<file path="src/rtl/bcd_calendar_pkg.sv">
package bcd_calendar_pkg;
  localparam int NUM_FIELDS = 7;
  localparam int F_SEC = 0, F_MIN = 1, F_HOUR = 2, F_DOW = 3, F_DATE = 4, F_MONTH = 5, F_YEAR = 6;

  typedef struct packed {
    logic                  advance;
    logic [NUM_FIELDS-1:0] wrSel;
  } calCtl_t;

  function automatic logic [7:0] bcdInc(input logic [7:0] v);
    logic [3:0] ones, tens;
    ones = (v[3:0] == 4'd9) ? 4'd0 : v[3:0] + 4'd1;
    tens = (v[3:0] == 4'd9) ? v[7:4] + 4'd1 : v[7:4];
    return {tens, ones};
  endfunction

  function automatic logic isLeap(input logic [7:0] y);
    logic [4:0] s;
    s = {y[7:4], 1'b0} + {1'b0, y[3:0]};
    return s[1:0] == 2'b00;
  endfunction

  function automatic logic [7:0] lastDay(input logic [4:0] m, input logic [7:0] y);
    case (m)
      5'h02:                      return isLeap(y) ? 8'h29 : 8'h28;
      5'h04, 5'h06, 5'h09, 5'h11: return 8'h30;
      default:                    return 8'h31;
    endcase
  endfunction

  function automatic logic [7:0] wrMask(input int idx, input logic [7:0] d);
    case (idx)
      F_SEC, F_MIN: return d & 8'h7F;
      F_HOUR:       return d[6] ? (d & 8'h7F) : (d & 8'h3F);
      F_DOW:        return d & 8'h07;
      F_DATE:       return d & 8'h3F;
      F_MONTH:      return d & 8'h9F;
      default:      return d;
    endcase
  endfunction

  function automatic logic [7:0] resetVal(input int idx);
    return (idx == F_DOW || idx == F_DATE || idx == F_MONTH) ? 8'h01 : 8'h00;
  endfunction
endpackage

</file>
<file path="src/rtl/bcd_calendar_ctl.sv">
module bcd_calendar_ctl
  import bcd_calendar_pkg::*;
#(
  parameter int TICKS_PER_SEC = 32768
) (
  input  logic       clk,
  input  logic       rstN,
  input  logic       wrEn,
  input  logic [2:0] wrAddr,
  output calCtl_t    ctl,
  output logic       tick
);
  localparam int CW = (TICKS_PER_SEC > 2) ? $clog2(TICKS_PER_SEC) : 1;
  localparam logic [CW-1:0] LAST = CW'(TICKS_PER_SEC - 1);

  logic [CW-1:0] cnt;
  logic          wrSec;
  logic          wrap;

  assign wrSec = ctl.wrSel[F_SEC];
  assign wrap  = (cnt == LAST);

  for (genvar i = 0; i < NUM_FIELDS; i++) begin : g_dec
    assign ctl.wrSel[i] = wrEn && (wrAddr == 3'(i));
  end

  assign ctl.advance = wrap && !wrSec;

  always_ff @(posedge clk) begin
    if (!rstN) begin
      cnt  <= '0;
      tick <= 1'b0;
    end else begin
      cnt  <= (wrSec || wrap) ? '0 : cnt + 1'b1;
      tick <= ctl.advance;
    end
  end
endmodule

</file>
<file path="src/rtl/bcd_calendar_dp.sv">
module bcd_calendar_dp
  import bcd_calendar_pkg::*;
(
  input  logic       clk,
  input  logic       rstN,
  input  calCtl_t    ctl,
  input  logic [7:0] wrData,
  output logic [7:0] fieldQ [NUM_FIELDS]
);
  logic [7:0] advVal [NUM_FIELDS];

  logic [7:0] sec, min, hour, dow, date, month, year;
  logic       secC, minC, dayC, monC, yrC;
  logic [4:0] h12, h12Nx;
  logic       pmNx;
  logic [7:0] last;

  assign sec   = fieldQ[F_SEC];
  assign min   = fieldQ[F_MIN];
  assign hour  = fieldQ[F_HOUR];
  assign dow   = fieldQ[F_DOW];
  assign date  = fieldQ[F_DATE];
  assign month = fieldQ[F_MONTH];
  assign year  = fieldQ[F_YEAR];
  assign h12   = hour[4:0];
  assign last  = lastDay(month[4:0], year);

  always_comb begin
    secC = (sec == 8'h59);
    minC = secC && (min == 8'h59);
    advVal[F_SEC] = secC ? 8'h00 : bcdInc(sec);
    advVal[F_MIN] = secC ? ((min == 8'h59) ? 8'h00 : bcdInc(min)) : min;

    pmNx  = hour[5];
    h12Nx = h12;
    dayC  = 1'b0;
    if (hour[6]) begin
      if (h12 == 5'h11) begin
        h12Nx = 5'h12;
        pmNx  = ~hour[5];
        dayC  = minC && hour[5];
      end else if (h12 == 5'h12) begin
        h12Nx = 5'h01;
      end else begin
        h12Nx = bcdInc({3'b000, h12})[4:0];
      end
      advVal[F_HOUR] = minC ? {2'b01, pmNx, h12Nx} : hour;
    end else begin
      dayC = minC && (hour[5:0] == 6'h23);
      advVal[F_HOUR] = minC ? ((hour[5:0] == 6'h23) ? 8'h00 : bcdInc(hour)) : hour;
    end

    advVal[F_DOW]  = dayC ? ((dow == 8'h07) ? 8'h01 : dow + 8'h01) : dow;
    monC           = dayC && (date == last);
    advVal[F_DATE] = dayC ? (monC ? 8'h01 : bcdInc(date)) : date;
    yrC            = monC && (month[4:0] == 5'h12);
    advVal[F_MONTH][7]   = month[7] ^ (yrC && (year == 8'h99));
    advVal[F_MONTH][6:0] = monC ? (yrC ? 7'h01 : bcdInc({3'b000, month[4:0]})[6:0]) : month[6:0];
    advVal[F_YEAR] = yrC ? ((year == 8'h99) ? 8'h00 : bcdInc(year)) : year;
  end

  for (genvar i = 0; i < NUM_FIELDS; i++) begin : g_field
    always_ff @(posedge clk) begin
      if (!rstN)                fieldQ[i] <= resetVal(i);
      else if (ctl.wrSel[i])    fieldQ[i] <= wrMask(i, wrData);
      else if (ctl.advance)     fieldQ[i] <= advVal[i];
    end
  end
endmodule

</file>
<file path="src/rtl/bcd_calendar.sv">
module bcd_calendar
  import bcd_calendar_pkg::*;
#(
  parameter int TICKS_PER_SEC = 32768
) (
  input  logic       clk,
  input  logic       rstN,
  input  logic       wrEn,
  input  logic [2:0] wrAddr,
  input  logic [7:0] wrData,
  output logic [7:0] secOut,
  output logic [7:0] minOut,
  output logic [7:0] hourOut,
  output logic [7:0] dowOut,
  output logic [7:0] dateOut,
  output logic [7:0] monthOut,
  output logic [7:0] yearOut,
  output logic       tick
);
  calCtl_t    ctl;
  logic [7:0] fieldQ [NUM_FIELDS];

  bcd_calendar_ctl #(.TICKS_PER_SEC(TICKS_PER_SEC)) u_ctl (
    .clk(clk), .rstN(rstN), .wrEn(wrEn), .wrAddr(wrAddr), .ctl(ctl), .tick(tick)
  );

  bcd_calendar_dp u_dp (
    .clk(clk), .rstN(rstN), .ctl(ctl), .wrData(wrData), .fieldQ(fieldQ)
  );

  assign secOut   = fieldQ[F_SEC];
  assign minOut   = fieldQ[F_MIN];
  assign hourOut  = fieldQ[F_HOUR];
  assign dowOut   = fieldQ[F_DOW];
  assign dateOut  = fieldQ[F_DATE];
  assign monthOut = fieldQ[F_MONTH];
  assign yearOut  = fieldQ[F_YEAR];
endmodule

</file>
<file path="config.mk">
export PLATFORM = sky130hd
export DESIGN_NAME = bcd_calendar
export DESIGN_NICKNAME = d
export VERILOG_FILES = /design/src/rtl/bcd_calendar_pkg.sv /design/src/rtl/bcd_calendar_ctl.sv /design/src/rtl/bcd_calendar_dp.sv /design/src/rtl/bcd_calendar.sv
export SDC_FILE = /design/constraint.sdc
export NUM_CORES = 1
export LEC_CHECK = 0
export ABC_AREA = 1
export BUFFER_PORTS_ARGS = -buffer_cell sky130_fd_sc_hd__buf_2
export CORE_UTILIZATION = 35
export CTS_BUF_LIST = sky130_fd_sc_hd__clkbuf_4
export DETAILED_ROUTE_END_ITERATION = 8
export GPL_TIMING_DRIVEN = 1
export MAX_ROUTING_LAYER = met4
export PLACE_DENSITY_LB_ADDON = 0.12
export RECOVER_POWER = 100
export SLEW_MARGIN = 10
export SYNTH_ARGS = -nofsm -noshare
export SYNTH_HDL_FRONTEND = slang
export SYNTH_HIERARCHICAL = 1
export SYNTH_SLANG_ARGS = --single-unit
</file>
<file path="constraint.sdc">
create_clock -name clk -period 7.7 [get_ports clk]
set_input_delay 0.385 -clock clk [delete_from_list [all_inputs] [get_ports clk]]
set_output_delay 0.385 -clock clk [all_outputs]
set_load 0.05 [all_outputs]
</file>
==> results of run 1 <==
layer usage:
| metal | part of all wire | vias to the layer above | track usage | wire length [um] |
|---|---|---|---|---|
| met2 | 0.44 | 135 | 0.312 | 5730 |
| met1 | 0.48 | 2185 | 0.273 | 6130 |
| met4 | 0.024 | 0 | 0.0855 | 314 |
| met3 | 0.056 | 21 | 0.0382 | 720 |
| met5 | 0 | - | - | 0 |
| li1 | - | 2375 | - | - |
power breakdown:
group          internal, uW  total (uW)  leakage, uW  switching (uW)
clock network          98.5         233    0.0000727             135
logic                  19.3        78.6      0.00136            59.3
registers               373         381     0.000574            8.14
total                   491         693      0.00201             202
cells by family (layout without fill, tap and decap cells):
group,count (synthesis),after routing,share of synthesized area
buf+inv,119,193,0.105
other cells,1,1,0.000824
compound gates,108,108,0.134
flops,71,71,0.312
fa+ha+maj,19,19,0.0522
simple gates,349,349,0.353
xor+xnor,22,22,0.0423
synthesized netlist by cell type, types with 13 or more instances:
| cell type | number |
|---|---|
| nand2_1 | 136 |
| inv_1 | 101 |
| nor2_1 | 79 |
| dfxtp_1 | 71 |
| nand3_1 | 63 |
| a21oi_1 | 36 |
| o21ai_0 | 35 |
| ha_1 | 19 |
| nor3_1 | 19 |
| nor2_2 | 14 |
| o22ai_1 | 13 |
path summary, 6_finish.rpt:
check	to	slack [ns]	depth (start not counted)
setup / recovery	u_dp/month[3]	4.34	16
hold / removal	u_dp/month[7]	0.27	3
setup reg to reg	u_dp/month[3]	4.34	16
hold reg to reg	u_ctl/cnt[0]	0.49	1
flip-flops by register name, indices dropped and copies added (netlist names):
register and count:
u_ctl/cnt 15, u_ctl/tick 1, u_dp/date 8, u_dp/dow 8
u_dp/hour 8, u_dp/min 8, u_dp/month 7, u_dp/sec 8
u_dp/year 8
worst max-delay path: stages (launching register included):
cell      delay, ns
dfxtp_1        0.40
ha_1           0.24
nand2_2        0.06
nor2_1         0.17
nand2_1        0.13
nor2_1         0.17
nand2_2        0.08
nor2_1         0.54
nand3_1        0.24
inv_1          0.13
nand2_1        0.18
inv_1          0.23
nand4_1        0.24
nand2_1        0.23
o211ai_1       0.11
nand2_1        0.07
inv_1          0.05
metrics by stage:
step | total power (uW) | cell area, um2
after global placement | 469 | 5040
after CTS | 709 | 5170
final | 693 | 5060
after floorplan | 446 | 4550
after detailed placement | 469 | 5040
after global routing | 729 | 5060
final cells by class:
type	count	area, um2
well taps	172	215
clock buffers	10	75.1
fillers	1431	7610
flip-flops and latches	71	1420
inverters	107	402
repair buffers	70	283
multi-input cells	499	2620
clock inverters	6	51.3
cell usage in the layout, fill, tap and decap left out, types with 4 or more instances in the layout:
| cell type | synthesis | routed |
|---|---|---|
| o22ai_1 | 13 | 13 |
| o21ai_0 | 35 | 35 |
| inv_1 | 101 | 102 |
| nand2_1 | 136 | 139 |
| a21oi_1 | 36 | 36 |
| o21bai_1 | 4 | 4 |
| dfxtp_1 | 71 | 71 |
| nand3_1 | 63 | 63 |
| clkbuf_4 | 0 | 10 |
| clkinv_1 | 3 | 6 |
| a31oi_1 | 8 | 8 |
| xor2_1 | 11 | 11 |
| nor2_1 | 79 | 82 |
| xnor2_1 | 11 | 11 |
| nor3_1 | 19 | 19 |
| nand2_2 | 7 | 5 |
| clkbuf_1 | 8 | 56 |
| nand4_1 | 11 | 12 |
| ha_1 | 19 | 19 |
| nor2_2 | 14 | 13 |
| buf_2 | 0 | 13 |
==> key figures, run 1 <==
Pwr
  • Peak supply drop: 69.6 uV
  • PD cells: 137 mW/mm2
  • Lkg Pwr: 0.00201 uW

Global routing
  • First-pass GRT wire length: 20.6 mm
  • Total GRT Usage: 0.208
  • Grt ovf: 0
  • Initial antenna violation count: 0
  • Vias in the first global route: 4203
  • Largest net degree at the start of global routing: 25

Route
  • Drt via density: 5.04
  • First DRT Iteration DRCs: 361
  • # DRC: 0
  • DRT Wirelength: 12.9 mm
  • Number of detailed-route iterations in the first pass: 6
  • Routed Antenna Nets: 0
  • Routed length per placed instance: 13.8 um
  • Routed via count: 4716

Clock network
  • Clock Tree Buf Depth: 2
  • H-tree Lvls: 3
  • CTS root buf: clkbuf_4
  • CTS Hold Bufs: 0
  • Worst-path clk slew: 0.12 ns
  • Clock latency on the worst-skew pair: 0.44 ns
  • CTS tree: done
  • Num CTS Buffers: 9
  • Post-CTS sizing: 0
  • Total clock sinks: 71
  • # Post-CTS Setup Buffers: 0

Floorplanning
  • Top-level I/O count: 71
  • Initial core utilization: 0.359
  • Horiz. Die Dim: 116 um
  • Rows: 41
  • Height of the chip: 116 um
  • Die area: 0.0135 mm2
  • Core Footprint: 0.0127 mm2

Cells and area
  • N_diodes: 0
  • Finished Layout Cells: 935
  • Nets@finish: 791
  • Core Util, Final: 0.400
  • Share of cells above drive strength 1: 0.0734
  • Area delta synth->final: 11.2%

Logic synthesis
  • Synthesis-stage register bit count: 71
  • Post-Syn Nets: 722
  • Post-synthesis sequential area ratio: 0.312
  • Area contributors post-synth: dfxtp_1, nand2_1, inv_1, nand3_1, nor2_1
  • Post-synthesis cell count: 689
  • Post-synth top flop: dfxtp_1
  • Post-synth top area cell: dfxtp_1
  • Ys Warns: 6
  • Post-synth ARST share: 0
  • Netlist cell types: 42
  • Mapped cell area: 0.00455 mm2
  • EDFF count, synth: 0
  • Syn_area_per_cell: 6.61 um2
  • Synth top area share: 0.312

Timing
  • Slew margin rel.: 0.489
  • Final period util: 0.436
  • RSZ-0062 raised after global routing: false
  • Final hold slack: 0.273 ns
  • Final Hold Vio Count: 0
  • Setup TNS Final: 0 ns
  • Fmax: 0.298 GHz
  • Final Max Slew Viols: 0
  • Slew of the pin with the lowest slew margin: 0.764 ns
  • Final worst slack: 4.34 ns
  • Clock skew: 0.0138 ns
  • Setup violations, final: 0
  • Tmin final: 3.36 ns

Worst setup path
  • Worst Setup Path Type: flip-flop to flip-flop
  • Crit path capture type: flip-flop
  • Crit. Startpoint: u_ctl/cnt[0]
  • Req. time, crit path: 8.05 ns
  • Worst reg2reg path startpoint: u_ctl/cnt[0]
  • Startpoint types: flip-flop
  • Max Fanout on Critical Path: 8
  • Worst Path Arrival: 3.71 ns

Min path
  • HP Class: primary input to flip-flop
  • Hold Startpoint: wrData[7]

Place
  • RePlAce Congestion: 0.872
  • Placed cell count: 919
  • DP Wirelength: 9.80 mm
  • IO buf count: 69
  • Post-Place Worst Slack: 4.62 ns

Flow run
  • Max cap viols: 0

Run status
  • Status: completed
Note: power is estimated with default switching activity, not from simulation.
==> run 2, diff against run 1 <==
ABC_AREA = 0   (was 1)
clock period = 3.5 ns   (was 7.7 ns; I/O delays follow)
==> run 2 against run 1 <==
Compared with the run above: synthesized cell count down 20%; power up 140%; synthesized area down 3.4%; core utilization up 1.2 points; clock power rose to 2.6 times the previous value; combinational power rose to 2.6 times the previous value; final area down 1.5%; critical path type unchanged.
==> key figures, run 2 <==
Clock network
  • CTS tree: done
  • CTS root buf: clkbuf_4
  • Worst-path clk slew: 0.12 ns (about the same)
  • Clock latency on the worst-skew pair: 0.46 ns (+0.02 ns)
  • Total clock sinks: 71 (unchanged)
  • # Post-CTS Setup Buffers: 0 (unchanged)
  • Num CTS Buffers: 9 (unchanged)
  • CTS Hold Bufs: 1 (+1)
  • H-tree Lvls: 3 (unchanged)
  • Clock Tree Buf Depth: 2 (unchanged)
  • Post-CTS sizing: 0 (unchanged)

Logic synthesis
  • Mapped cell area: 0.00440 mm2 (-3.4%)
  • Post-synth ARST share: 0 (unchanged)
  • Post-synth top flop: dfxtp_1
  • Cell with the most instances after synthesis: nor2_1
  • Commonest cells in the netlist: nor2_1, dfxtp_1, nand2_1, nand3_1, inv_1
  • Adder-cell share of the synthesized area: 0.0541 (+0.00186)
  • Syn_area_per_cell: 8.01 um2 (+21%)
  • Post-synthesis mux area share: 0.0211 (+0.0211)
  • Post-synthesis compound-gate area fraction: 0.183 (+0.0486)
  • Ys Warns: 6 (unchanged)
  • Synth top area share: 0.323 (+0.0111)
  • EDFF count, synth: 0 (unchanged)
  • Post-Synth XOR/XNOR Area: 0.0558 (+0.0135)
  • Largest family of logic cells by synthesized area: simple AND/OR/NAND/NOR gates
  • Post-synth top area cell: dfxtp_1
  • Post-synthesis cell count: 549 (-20%)
  • Post-synthesis sequential area ratio: 0.323 (+0.0111)
  • Synthesis-stage register bit count: 71 (unchanged)
  • Post-Synth Simple-Gate Area: 0.316 (-0.0373)
  • Netlist cell types: 75 (+79%)
  • Area contributors post-synth: dfxtp_1, nor2_1, ha_1, nand2_1, nand3_1
  • Post-Syn Nets: 582 (-19%)

Worst setup path
  • Startpoint types: flip-flop
  • Worst path most repeated cell: nor2_1
  • Critical path's top delay family: simple AND/OR/NAND/NOR gates
  • Worst path max stage delay: 0.62 ns (+0.08 ns)
  • Worst Setup Path Type: flip-flop to flip-flop
  • Crit path capture type: flip-flop
  • Slowest cell on crit path: or4_1
  • Req. time, crit path: 3.87 ns (-4.18 ns)
  • Worst Path Arrival: 3.45 ns (-0.26 ns)
  • Crit. Startpoint: u_ctl/cnt[4]
  • Worst reg2reg path startpoint: u_ctl/cnt[4]
  • CP cell instances: nand4_4, or4_1, nor2_1, nand4b_1, nor4_2, clkbuf_1, o22ai_1, a21oi_1, nor2_1, a311oi_1
  • Number of buffer and inverter stages on the critical path: 1 (-2)
  • Max Fanout on Critical Path: 7 (-1)

Timing
  • Setup TNS Final: 0 ns (unchanged)
  • Tmin final: 3.09 ns (-0.272 ns)
  • Final period util: 0.882 (+0.446)
  • Slew of the pin with the lowest slew margin: 0.903 ns (+0.139 ns)
  • Setup violations, final: 0 (unchanged)
  • Fmax: 0.324 GHz (+8.8%)
  • Final Hold Vio Count: 0 (unchanged)
  • RSZ-0062 raised after global routing: false
  • Slew margin rel.: 0.396 (-0.0935)
  • Clock skew: 0.0208 ns (+0.00705 ns)
  • Final Max Slew Viols: 0 (unchanged)

Place
  • IO buf count: 69 (unchanged)
  • RePlAce Congestion: 0.871 (about the same)
  • DP Wirelength: 8.68 mm (-11%)

Cells and area
  • Area delta synth->final: 13.5%
  • Most common cell after layout, fill and taps aside: nor2_1
  • Max reg flops: 15 (unchanged)
  • Fillers: 1330 (-7.1%)
  • Share of cells above drive strength 1: 0.0867 (+0.0133)
  • FF+latch area: 0.00142 mm2 (unchanged)
  • Nets@finish: 651 (-18%)
  • Top reg by flops: u_ctl/cnt
  • Multi-input gate area: 0.00274 mm2 (+4.7%)
  • Most frequent cells in the layout: nor2_1, dfxtp_1, clkbuf_1

Run status
  • Status: completed

Floorplanning
  • Die area: 0.0130 mm2 (-3.4%)
  • Height of the chip: 114 um (-1.7%)
  • Core Footprint: 0.0121 mm2 (-4.4%)
  • Top-level I/O count: 71 (unchanged)
  • Horiz. Die Dim: 114 um (-1.7%)
  • Rows: 40 (-2.4%)
  • Initial core utilization: 0.363 (+0.00368)

Global routing
  • Total GRT Usage: 0.197 (-0.0109)
  • Grt ovf: 0 (unchanged)
  • Vias in the first global route: 3789 (-9.9%)
  • First-pass GRT wire length: 19.3 mm (-6.5%)
  • Initial antenna violation count: 0 (unchanged)
  • Largest net degree at the start of global routing: 28 (+12%)

Route
  • DRT Wirelength: 12.1 mm (-6.1%)
  • Routed Antenna Nets: 0 (unchanged)
  • Number of detailed-route iterations in the first pass: 5 (-1)
  • Routed via count: 4231 (-10%)
  • First DRT Iteration DRCs: 308 (-15%)
  • # DRC: 0 (unchanged)
  • Routed length per placed instance: 15.3 um (+11%)
  • Drt via density: 5.34 (+5.9%)

Pwr
  • PD cells: 337 mW/mm2 (+150%)
  • Peak supply drop: 163 uV (+130%)
  • Lkg Pwr: 0.00179 uW (-11%)
  • Power, Total: 1680 uW (+140%)

Flow run
  • Max cap viols: 0 (unchanged)

Min path
  • HP Class: primary input to flip-flop
  • Hold Startpoint: wrData[0]
## run 2: cell types whose count changed in the layout (fill, tap and decap cells not counted), moves of 6 or more
cell | previous run | this run
a211oi_1 | 2 | 9
a21oi_1 | 36 | 24
buf_4 | 1 | 7
inv_1 | 102 | 27
mux2i_1 | 0 | 7
nand2_1 | 139 | 43
nand2b_1 | 0 | 13
nand3_1 | 63 | 28
nor2_2 | 13 | 0
nor2b_1 | 0 | 8
nor3b_1 | 0 | 6
o21ai_0 | 35 | 24
o22ai_1 | 13 | 2
or3_1 | 0 | 8
## run 2: worst register-to-register path, stage by stage (launching register included)
cell and delay (ns):
dfxtp_1 0.46, nand4_4 0.17, or4_1 0.62, nor2_1 0.16, nand4b_1 0.16, nor4_2 0.33
clkbuf_1 0.31, o22ai_1 0.22, a21oi_1 0.26, nor2_1 0.07, a311oi_1 0.24
## run 2: final timing paths
kind                         to  slack [ns]  depth (start not counted)
setup / recovery   u_dp/hour[4]        0.41                         10
hold / removal      u_dp/dow[0]        0.06                          3
setup reg to reg   u_dp/hour[4]        0.41                         10
hold reg to reg   u_dp/month[5]        0.46                          2
## run 2: cell families (layout without fill, tap and decap cells)
| group | count (synthesis) | count (layout) |
|---|---|---|
| and+or+nand+nor | 257 | 257 |
| AOI/OAI and AO/OA | 114 | 114 |
| DFF | 71 | 71 |
| buffers and inverters | 50 | 124 |
| xor gates and xnor gates | 28 | 28 |
| adders and majority gates | 19 | 19 |
| muxes | 9 | 9 |
| other | 1 | 2 |
## run 2: through the flow
stage | area [um2] | cells | hold slack [ns] | utilization | setup WS (ns)
global route | 4990 | 791 | 0.0233 | 0.412 | 0.152
floorplan | 4400 | 549 | 0.305 | - | 0.440
detailed placement | 4940 | 774 | 0.456 | 0.408 | 0.528
finish | 4990 | 792 | 0.0586 | 0.412 | 0.413
CTS | 5110 | 791 | 0.0182 | 0.422 | 0.489
global placement | 4940 | 774 | 0.443 | 0.408 | 0.626
## run 2: power breakdown
part / internal [uW] / switching [uW] / leakage, uW
registers: 826 / 31.9 / 0.000575
logic: 58.3 / 146 / 0.00113
clock network: 295 / 322 / 0.0000840
## run 2: final cells by class
type,count,share of cell area
sequential,71,0.285
multi-input combinational,428,0.549
antenna,1,0.000502
clock buffer,10,0.0150
timing repair buffer,81,0.0710
inverter,27,0.0203
clock inverter,6,0.0171
tap,168,0.0421
## run 2: routing by layer
metal / global-route usage / vias up / wire [um] / share of wire
met5: - / - / 0 / 0
met4: 0.0762 / 0 / 165 / 0.014
met3: 0.0397 / 14 / 563 / 0.046
met2: 0.293 / 110 / 5280 / 0.44
met1: 0.262 / 1982 / 6100 / 0.50
li1: - / 2125 / - / -
==> run 3, diff against run 2 <==
CTS_CLUSTER_SIZE = 14   (was unset)
GPL_TIMING_DRIVEN = 0   (was 1)
PLACE_DENSITY_LB_ADDON = 0.3   (was 0.12)
==> run 3 against run 2 <==
Compared with the run above: critical endpoint is now u_dp/year[2]; final area down 0.33%; largest power group unchanged; count of clock-buffer cells in the layout up 1; critical path depth down 3; register-to-register slack worse by 0.15 ns; final cell count up 1.9%; largest cell class unchanged; worst setup slack worse by 0.15 ns.
==> key figures, run 3 (synthesized netlist as in run 2, its figures left out) <==
Floorplanning
  • Initial core utilization: 0.363 (unchanged)
  • Rows: 40 (unchanged)
  • Height of the chip: 114 um (unchanged)
  • Die area: 0.0130 mm2 (unchanged)
  • Top-level I/O count: 71 (unchanged)
  • Horiz. Die Dim: 114 um (unchanged)
  • Core Footprint: 0.0121 mm2 (unchanged)

Pwr
  • Peak supply drop: 119 uV (-27%)
  • PD cells: 308 mW/mm2 (-8.6%)
  • Lkg Pwr: 0.00179 uW (-0.31%)

Timing
  • Final Hold Vio Count: 0 (unchanged)
  • Final worst slack: 0.260 ns (-0.153 ns)
  • Tmin final: 3.24 ns (+0.153 ns)
  • Final Max Slew Viols: 0 (unchanged)
  • Final period util: 0.926 (+0.0438)
  • Setup TNS Final: 0 ns (unchanged)
  • Setup violations, final: 0 (unchanged)
  • Clock skew: 0.0128 ns (-0.00797 ns)
  • RSZ-0062 raised after global routing: false
  • Final hold slack: 0.0137 ns (-0.0449 ns)
  • Slew margin rel.: 0.562 (+0.166)
  • Slew of the pin with the lowest slew margin: 0.660 ns (-0.243 ns)
  • Fmax: 0.309 GHz (-4.7%)

Cells and area
  • Multi-input gate area: 0.00273 mm2 (-0.23%)
  • Most common cell after layout, fill and taps aside: clkbuf_1
  • Nets@finish: 667 (+2.5%)
  • N_diodes: 0 (-1)
  • Area delta synth->final: 13.2%
  • FF+latch area: 0.00142 mm2 (unchanged)
  • Top reg by flops: u_ctl/cnt
  • Final Cell Area: 0.00497 mm2 (-0.33%)
  • Share of cells above drive strength 1: 0.0736 (-0.0131)
  • Fillers: 1287 (-3.2%)
  • Max reg flops: 15 (unchanged)
  • Most frequent cells in the layout: clkbuf_1, nor2_1, dfxtp_1

Worst setup path
  • R2r setup slk: 0.26 ns (-0.15 ns)
  • Req. time, crit path: 3.83 ns (-0.04 ns)
  • R2R Path End: u_dp/year[2]
  • Worst Path Arrival: 3.57 ns (+0.12 ns)
  • Startpoint types: flip-flop
  • Max Fanout on Critical Path: 9 (+2)
  • FF-to-FF path depth: 7 (-3)
  • Crit path capture type: flip-flop
  • Worst Setup Path Type: flip-flop to flip-flop
  • Worst reg2reg path startpoint: u_dp/min[4]

Place
  • Post-Place Worst Slack: -0.262 ns (-0.789 ns)
  • RePlAce Congestion: 0.896 (+2.8%)
  • DP Area: 0.00495 mm2 (+0.18%)
  • IO buf count: 69 (unchanged)
  • DP Wirelength: 8.90 mm (+2.5%)

Clock network
  • H-tree Lvls: 3 (unchanged)
  • CTS root buf: clkbuf_4
  • CTS tree: done
  • Num CTS Buffers: 9 (unchanged)
  • Worst-path clk slew: 0.13 ns (about the same)
  • Clock Tree Buf Depth: 2 (unchanged)
  • Total clock sinks: 71 (unchanged)
  • Clock latency on the worst-skew pair: 0.43 ns (-0.03 ns)

Min path
  • HP Class: primary input to flip-flop
  • Hold Startpoint: rstN
  • Hold Path Sink: u_ctl/tick
  • WHS Path Cells: 2 (-1)

Global routing
  • Largest net degree at the start of global routing: 12 (-57%)
  • First-pass GRT wire length: 19.8 mm (+2.7%)
  • Total GRT Usage: 0.198 (+0.00152)
  • Initial antenna violation count: 0 (unchanged)
  • Vias in the first global route: 4054 (+7.0%)
  • Grt ovf: 0 (unchanged)

Route
  • First DRT Iteration DRCs: 341 (+11%)
  • Routed length per placed instance: 15.3 um (-0.13%)
  • Routed Antenna Nets: 0 (unchanged)
  • DRT Wirelength: 12.3 mm (+1.8%)
  • Number of detailed-route iterations in the first pass: 6 (+1)
  • # DRC: 0 (unchanged)
  • Routed via count: 4399 (+4.0%)
  • Drt via density: 5.45 (+2.0%)

Flow run
  • Max cap viols: 0 (unchanged)

Run status
  • Status: completed
[run 3: repair_timing]
action	in CTS	in global routing
endpoints found under the setup margin	13	15
gates resized for setup	1	0
cloned	0	0
setup buffers	2	3
hold buffers	0	0
pin swaps	1	1
[run 3: final cells by class]
| cell class | count | share of cell area |
|---|---|---|
| plain buffers | 23 | 0.0189 |
| clock buffers | 11 | 0.0166 |
| clock inverters | 5 | 0.00503 |
| inverters | 27 | 0.0204 |
| multi-input cells | 428 | 0.550 |
| flip-flops and latches | 71 | 0.286 |
| well taps | 168 | 0.0423 |
| repair buffers | 74 | 0.0614 |
[run 3: per-layer routing]
metal  global-route usage  wire length (um)
met4               0.0814               291
met1                0.257              5820
met5                    -                 0
met2                0.299              5360
met3               0.0424               856
[run 3: worst max-delay path by stage]
stage | start | endpoint | slack, ns | depth (start not counted)
after floorplan | u_ctl/cnt[4] | u_dp/dow[3] | 0.44 | 10
after global placement | u_ctl/cnt[4] | u_dp/date[6] | -0.20 | 10
after detailed placement | u_ctl/cnt[4] | u_dp/dow[4] | -0.26 | 10
after CTS | u_ctl/cnt[4] | u_dp/date[6] | 0.01 | 10
after global routing | u_dp/min[4] | u_dp/year[2] | 0.08 | 7
final | u_dp/min[4] | u_dp/year[2] | 0.26 | 7
[run 3: power by group]
part | internal [uW] | switching (uW) | total (uW)
Combinational | 59.0 | 156 | 215
Clock | 155 | 310 | 465
Sequential | 826 | 23.6 | 849
Total | 1040 | 490 | 1530
[run 3: metrics by stage]
stage / utilization / power (uW) / instances
5_1_grt: 0.411 / 1600 / 807
3_5_place_dp: 0.409 / 1090 / 786
2_1_floorplan: - / 1020 / 549
4_1_cts: 0.420 / 1550 / 804
6_report: 0.411 / 1530 / 807
3_3_place_gp: 0.409 / 1080 / 786
[run 3: critical path, stage by stage, from the launching register on]
cell and delay [ns]:
dfxtp_1 0.45, ha_1 0.19, or2b_1 0.29, or4_1 0.70, a2111oi_4 0.58, nand3_1 0.16, or3_1 0.45, o311ai_0 0.32
